==> config.mk <==
export PLATFORM = sky130hd
export DESIGN_NAME = dwf_pool
export DESIGN_NICKNAME = d
export VERILOG_FILES = /design/src/rtl/dwf_pkg.sv /design/src/rtl/dwf_update_stage.sv /design/src/rtl/dwf_ring_ctrl.sv /design/src/rtl/dwf_pool.sv
export SDC_FILE = /design/constraint.sdc
export NUM_CORES = 1
export LEC_CHECK = 0
export BUFFER_PORTS_ARGS = -buffer_cell sky130_fd_sc_hd__buf_2
export CAP_MARGIN = 20
export CORE_ASPECT_RATIO = 1.2
export CORE_UTILIZATION = 25
export DETAILED_ROUTE_END_ITERATION = 7
export PLACE_DENSITY = 0.5
export SYNTH_ARGS = -nofsm -noshare
export SYNTH_HDL_FRONTEND = slang
export SYNTH_SLANG_ARGS = --single-unit
==> constraint.sdc <==
create_clock -name clk -period 12.2 [get_ports clk]
set_clock_uncertainty 0.2 [all_clocks]
set_input_delay 2.44 -clock clk [delete_from_list [all_inputs] [get_ports clk]]
set_output_delay 2.44 -clock clk [all_outputs]
set_load 0.03 [all_outputs]
==> src/rtl/dwf_pkg.sv <==
package dwf_pkg;
  parameter int LANES = 4;
  parameter int TID_W = 4;
  parameter int PC_W  = 8;
  parameter int DEPTH = 4;

  localparam int LANE_W = $clog2(LANES);
  localparam int IDX_W  = $clog2(DEPTH);
  localparam int CNT_W  = $clog2(DEPTH + 1);

  typedef struct packed {
    logic                 vld;
    logic [PC_W-1:0]      pc;
    logic [LANES-1:0]     occ;
    logic [IDX_W-1:0]     idx;
  } lut_ent_t;

  typedef struct packed {
    logic [PC_W-1:0]                 pc;
    logic [LANES-1:0]                msk;
    logic [LANES-1:0][TID_W-1:0]     tid;
  } warp_t;

  typedef struct packed {
    logic                            req;
    logic [PC_W-1:0]                 pc;
    logic [LANES-1:0]                msk;
    logic [LANES-1:0][TID_W-1:0]     tid;
  } grp_t;
endpackage

==> src/rtl/dwf_update_stage.sv <==
module dwf_update_stage
  import dwf_pkg::*;
(
  input  logic                   en_i,
  input  grp_t                   grp_i,
  input  lut_ent_t [DEPTH-1:0]   lut_i,
  input  warp_t    [DEPTH-1:0]   pool_i,
  input  logic     [IDX_W-1:0]   tail_i,
  output lut_ent_t [DEPTH-1:0]   lut_o,
  output warp_t    [DEPTH-1:0]   pool_o,
  output logic     [IDX_W-1:0]   tail_o,
  output logic                   alloc_o
);
  logic             hit;
  logic             have_free;
  logic             active;
  logic             clash;
  logic [IDX_W-1:0] hit_idx;
  logic [IDX_W-1:0] free_idx;
  logic [IDX_W-1:0] slot;
  logic [IDX_W-1:0] entry;

  // PC lookup and free-entry search
  always_comb begin
    hit       = 1'b0;
    hit_idx   = '0;
    have_free = 1'b0;
    free_idx  = '0;
    for (int i = 0; i < DEPTH; i++) begin
      if (lut_i[i].vld && (lut_i[i].pc == grp_i.pc)) begin
        hit     = 1'b1;
        hit_idx = IDX_W'(i);
      end
      if (!lut_i[i].vld && !have_free) begin
        have_free = 1'b1;
        free_idx  = IDX_W'(i);
      end
    end
  end

  assign active = en_i && grp_i.req && (|grp_i.msk);
  assign clash  = hit && (|(lut_i[hit_idx].occ & grp_i.msk));
  assign slot   = lut_i[hit_idx].idx;
  assign entry  = hit ? hit_idx : free_idx;

  // merge into forming warp, or open a new one at the tail
  always_comb begin
    lut_o   = lut_i;
    pool_o  = pool_i;
    tail_o  = tail_i;
    alloc_o = 1'b0;
    if (active) begin
      if (hit && !clash) begin
        pool_o[slot].msk = pool_i[slot].msk | grp_i.msk;
        for (int l = 0; l < LANES; l++) begin
          if (grp_i.msk[l]) pool_o[slot].tid[l] = grp_i.tid[l];
        end
        lut_o[hit_idx].occ = lut_i[hit_idx].occ | grp_i.msk;
      end else begin
        pool_o[tail_i].pc  = grp_i.pc;
        pool_o[tail_i].msk = grp_i.msk;
        for (int l = 0; l < LANES; l++) begin
          pool_o[tail_i].tid[l] = grp_i.msk[l] ? grp_i.tid[l] : '0;
        end
        lut_o[entry].vld = 1'b1;
        lut_o[entry].pc  = grp_i.pc;
        lut_o[entry].occ = grp_i.msk;
        lut_o[entry].idx = tail_i;
        tail_o  = tail_i + 1'b1;
        alloc_o = 1'b1;
      end
    end
  end
endmodule

==> src/rtl/dwf_ring_ctrl.sv <==
module dwf_ring_ctrl
  import dwf_pkg::*;
(
  input  logic             clk,
  input  logic             rst_n,
  input  logic             pop_i,
  input  logic [1:0]       alloc_i,
  input  logic [IDX_W-1:0] tail_nxt_i,
  output logic [IDX_W-1:0] head_o,
  output logic [IDX_W-1:0] tail_o,
  output logic [CNT_W-1:0] count_o
);
  logic [IDX_W-1:0] head_q, head_d;
  logic [IDX_W-1:0] tail_q, tail_d;
  logic [CNT_W-1:0] count_q, count_d;
  logic             ring_en;

  assign ring_en = pop_i || (|alloc_i);

  always_comb begin
    head_d  = pop_i ? head_q + 1'b1 : head_q;
    tail_d  = tail_nxt_i;
    count_d = count_q - CNT_W'(pop_i) + CNT_W'(alloc_i[0]) + CNT_W'(alloc_i[1]);
  end

  always_ff @(posedge clk or negedge rst_n) begin
    if (!rst_n) begin
      head_q  <= '0;
      tail_q  <= '0;
      count_q <= '0;
    end else if (ring_en) begin
      head_q  <= head_d;
      tail_q  <= tail_d;
      count_q <= count_d;
    end
  end

  assign head_o  = head_q;
  assign tail_o  = tail_q;
  assign count_o = count_q;

  p_no_overflow_r8: assert property (@(posedge clk) disable iff (!rst_n)
    count_q <= CNT_W'(DEPTH));

  p_pop_nonempty_r6: assert property (@(posedge clk) disable iff (!rst_n)
    pop_i |-> (count_q != '0));

  p_ring_span_r6: assert property (@(posedge clk) disable iff (!rst_n)
    (count_q != '0 && count_q != CNT_W'(DEPTH)) |-> (CNT_W'(IDX_W'(tail_q - head_q)) == count_q));
endmodule

==> src/rtl/dwf_pool.sv <==
module dwf_pool
  import dwf_pkg::*;
(
  input  logic                   clk,
  input  logic                   rst_n,
  input  logic                   tk_req,
  input  logic [PC_W-1:0]        tk_pc,
  input  logic [LANES-1:0]       tk_mask,
  input  logic [LANES*TID_W-1:0] tk_tid,
  input  logic                   nt_req,
  input  logic [PC_W-1:0]        nt_pc,
  input  logic [LANES-1:0]       nt_mask,
  input  logic [LANES*TID_W-1:0] nt_tid,
  output logic                   cm_ready,
  output logic                   iss_valid,
  input  logic                   iss_ready,
  output logic [PC_W-1:0]        iss_pc,
  output logic [LANES-1:0]       iss_mask,
  output logic [LANES*TID_W-1:0] iss_tid
);
  localparam int N_GRP = 2;

  lut_ent_t [DEPTH-1:0] lut_q, lut_d;
  warp_t    [DEPTH-1:0] pool_q, pool_d;
  lut_ent_t [DEPTH-1:0] lut_c  [N_GRP+1];
  warp_t    [DEPTH-1:0] pool_c [N_GRP+1];
  logic     [IDX_W-1:0] tail_c [N_GRP+1];
  grp_t                 grp    [N_GRP];
  logic     [N_GRP-1:0] alloc;

  logic [IDX_W-1:0] head;
  logic [IDX_W-1:0] tail;
  logic [CNT_W-1:0] count;
  logic             pop;
  logic             state_en;

  assign cm_ready  = (count <= CNT_W'(DEPTH - N_GRP));
  assign iss_valid = (count != '0);
  assign pop       = iss_valid && iss_ready;
  assign iss_pc    = pool_q[head].pc;
  assign iss_mask  = pool_q[head].msk;
  assign iss_tid   = pool_q[head].tid;

  // taken group first, then not-taken
  assign grp[0] = '{req: tk_req, pc: tk_pc, msk: tk_mask, tid: tk_tid};
  assign grp[1] = '{req: nt_req, pc: nt_pc, msk: nt_mask, tid: nt_tid};

  // issue leaves first: drop the lookup entry of the popped warp
  always_comb begin
    lut_c[0]  = lut_q;
    pool_c[0] = pool_q;
    tail_c[0] = tail;
    for (int i = 0; i < DEPTH; i++) begin
      if (pop && lut_q[i].vld && (lut_q[i].idx == head)) lut_c[0][i].vld = 1'b0;
    end
  end

  for (genvar g = 0; g < N_GRP; g++) begin : g_stage
    dwf_update_stage u_stage (
      .en_i    (cm_ready),
      .grp_i   (grp[g]),
      .lut_i   (lut_c[g]),
      .pool_i  (pool_c[g]),
      .tail_i  (tail_c[g]),
      .lut_o   (lut_c[g+1]),
      .pool_o  (pool_c[g+1]),
      .tail_o  (tail_c[g+1]),
      .alloc_o (alloc[g])
    );
  end

  dwf_ring_ctrl u_ring (
    .clk        (clk),
    .rst_n      (rst_n),
    .pop_i      (pop),
    .alloc_i    (alloc),
    .tail_nxt_i (tail_c[N_GRP]),
    .head_o     (head),
    .tail_o     (tail),
    .count_o    (count)
  );

  always_comb begin
    lut_d    = lut_c[N_GRP];
    pool_d   = pool_c[N_GRP];
    state_en = pop || (cm_ready && (tk_req || nt_req));
  end

  always_ff @(posedge clk or negedge rst_n) begin
    if (!rst_n) begin
      lut_q  <= '0;
      pool_q <= '0;
    end else if (state_en) begin
      lut_q  <= lut_d;
      pool_q <= pool_d;
    end
  end

  // lookup entries agree with the warp they point at, and that warp is live
  for (genvar i = 0; i < DEPTH; i++) begin : g_lut_chk
    p_lut_matches_pool_r3: assert property (@(posedge clk) disable iff (!rst_n)
      lut_q[i].vld |-> (pool_q[lut_q[i].idx].msk == lut_q[i].occ &&
                        pool_q[lut_q[i].idx].pc  == lut_q[i].pc));

    p_lut_live_r7: assert property (@(posedge clk) disable iff (!rst_n)
      lut_q[i].vld |-> (CNT_W'(IDX_W'(lut_q[i].idx - head)) < count));

    for (genvar j = i + 1; j < DEPTH; j++) begin : g_pair
      p_lut_unique_pc_r4: assert property (@(posedge clk) disable iff (!rst_n)
        !(lut_q[i].vld && lut_q[j].vld && lut_q[i].pc == lut_q[j].pc));
    end
  end

  for (genvar l = 0; l < LANES; l++) begin : g_lane_chk
    p_tk_home_lane_r2: assert property (@(posedge clk) disable iff (!rst_n)
      (tk_req && tk_mask[l]) |-> (tk_tid[l*TID_W +: LANE_W] == LANE_W'(l)));
    p_nt_home_lane_r2: assert property (@(posedge clk) disable iff (!rst_n)
      (nt_req && nt_mask[l]) |-> (nt_tid[l*TID_W +: LANE_W] == LANE_W'(l)));
  end

  p_iss_nonempty_r2: assert property (@(posedge clk) disable iff (!rst_n)
    iss_valid |-> (|iss_mask));

  p_stall_no_growth_r8: assert property (@(posedge clk) disable iff (!rst_n)
    !cm_ready |=> (count <= $past(count)));
endmodule

==> metrics <==
RSZ-0062 raised after global routing false; pin count of the biggest net entering global routing 73; via count 15100; minimum clock period 9.30 ns; Initial Util about a quarter; setup TNS 0 ns; Antenna Nets Post-Route 0; Die H 268 um; I/O pins 91; max-slew violation count 0; Mean Syn Cell Area 8.46 um2; Seq pwr share 23.4%; Crit path arrival time ~9.5 ns; CTS Hold Bufs 0; setup violators final 0; H-tree Lvls 4; sw frac between 50% and 60%; maximum clock frequency about 0.11 GHz; initial antenna violation count 1; total gr overflow 0; DR iter-0 viols 1696; top_reg_cell synth dfrtp_1; routability cong. 0.915; Final Hold Vio Count 0; core area 58300 um2; setup repair bufs after CTS 0; clk buf depth 2; clk_lat worst skew 0.49 ns; Ys Warns 0; Critical Path Source Type primary input; CTS Buf Count 17; IO buf count 90; Clk pwr share 12.6%; VDD IR max 0.148 mV; multi-input logic area 9480 um2; crit share post-route 76.2%; share of cells above drive strength 1 14.2%; DR WL/cell 26.5 um; Synth async-reset ratio between 90% and 100%; Clock Root Buffer clkbuf_16; post-CTS sizing 0; n_diodes 0; most numerous cell in the Yosys netlist nand2_1; total global-route track usage 21.5%; number of flops mapped to enable cells by yosys 0; register area share after synthesis 30.4%; placed cell area 15700 um2; clock-pin slew on the worst setup and hold paths 0.08 ns; top cell type's share of synthesized area 30.4%; placement row count 97; Synth Register Bits 179; die width 224 um; Vias/cell 6.11; first-pass GRT wire length 96700 um; worst-path fanout max 72; Area Growth Syn to Fin 10.7%; fillers 6289; critical path data required time 12.35 ns; TritonCTS Sinks 179; DRT Pass-1 Iters 6; Die ar. 59900 um2; Netlist cell types 87; status completed; drc violations 0; vias in the first global route 14600; CP Capture Type flip-flop; syn_nets approximately 1800; Tot Pwr 4.81 mW; register area roughly 4500 um2; Synth area leaders dfrtp_1, mux2i_1, nand2_1; switching power 2.53 mW; Hold WS 0.353 ns; top post-synthesis cells by count nand2_1, dfrtp_1, clkbuf_1, mux2i_1, nor2_1; CTS tree yes; max-cap viol count 0; Comb pwr share between 60% and 70%; PD cells 295 nW/um2; Total Wirelength 65400 um; P_leak 6.83 nW; Nets 1785; cells after synthesis 1740; dpl hpwl approximately 44000 um; Design Area, Final 16300 um2; worst-margin pin slew 1.18 ns; worst min-delay path class reg2reg; largest area contributor in the netlist dfrtp_1; worst rel slew slack 20.9%; kind of critical path in2reg; mapped cell area 14700 um2; Pint about 2.3 mW
-- worst max-delay path, cell delays in order --
cell and delay [ns]:
buf_2 0.35, xnor2_1 0.17, nand4_1 0.28, nor3_2 0.65, nor3_1 0.15, o221ai_1 0.32
and4_1 0.59, nand2_1 0.83, nand3_1 0.33, and3_1 0.63, nand2_1 0.22, o211a_1 0.32
a41oi_4 0.16, buf_4 0.38, buf_4 0.70, and2_1 0.59, o21ai_0 0.20
-- cell type report --
cell class              count  share of cell area [%]
flip-flops and latches    179                    27.5
multi-input cells        1357                    58.1
well taps                 742                    5.69
repair buffers            120                    4.20
clock inverters            14                   0.959
clock buffers              18                    2.69
inverters                  37                   0.852
-- flip-flops by register name, indices dropped and copies added (netlist names) --
register	cells
lut_c	56
lut_q	4
pool_c	112
u_ring.count_o	3
u_ring.head_o	2
u_ring.tail_o	2
-- routing by layer --
| layer | up-vias | global-route usage (%) | share of wire (%) |
|---|---|---|---|
| li1 | 6534 | - | - |
| met1 | 7535 | 27.4 | 41 |
| met2 | 842 | 35.6 | 48 |
| met3 | 166 | 3.40 | 7.7 |
| met4 | 2 | 10.1 | 4.1 |
| met5 | - | 0 | 0.020 |
-- cells by family after synthesis --
logic type               share of synthesized area, %
adder cells (fa/ha/maj)                          1.12
AO/OA/AOI/OAI                                    27.6
AND/OR/NAND/NOR                                  16.6
buffers and inverters                            5.51
flip-flops                                       30.4
multiplexers                                     14.4
XOR/XNOR                                         4.46
-- power groups by stage --
stage / combinational (mW) / sequential [mW] / clock, mW
after floorplan: 2.18 / 1.04 / 0
after global placement: 2.99 / 1.12 / 0
after detailed placement: 3.04 / 1.13 / 0
after CTS: 3.05 / 1.12 / 0.611
after global routing: 3.29 / 1.16 / 0.631
final: 3.08 / 1.13 / 0.608
-- through the flow --
stage / setup slack (ns) / util (%) / cells
floorplan: 4.33 / - / 1740
global placement: 2.89 / 27.0 / 2435
detailed placement: 2.69 / 27.0 / 2435
CTS: 3.14 / 28.0 / 2467
global route: 2.62 / 28.0 / 2467
finish: 2.90 / 28.0 / 2467
-- cells in the final DEF (no fill, tap or decap), drive strengths merged, types with 9 or more instances in the layout --
cell type,count
mux2,27
or3,9
buf,119
and3,14
inv,47
o32ai,20
a32oi,21
a31oi,39
a22o,12
dfrtp,179
o21ai,129
nor2,112
nand4,20
o211ai,50
a32o,17
a221oi,16
xnor2,50
nor3,30
xor2,25
nand3,87
o22ai,29
and2,19
a21oi,91
a222oi,21
mux4,28
clkbuf,19
a21o,9
nand2,209
mux2i,118
a22oi,31
ha,10
nor4,9
-- worst paths after layout --
path | start | endpoint | slack (ns) | cells after the start
max | tk_pc[1] | pool_c[246] | 2.90 | 17
min | pool_c[228] | pool_c[228] | 0.35 | 2
max reg2reg | u_ring.head_o[0] | pool_c[246] | 4.04 | 17
min reg2reg | pool_c[228] | pool_c[228] | 0.35 | 2
max in group asynchronous | rst_n | pool_c[321] | 8.71 | 2
min in group asynchronous | rst_n | pool_c[245] | 1.70 | 1
Note: power is estimated with default switching activity, not from simulation.
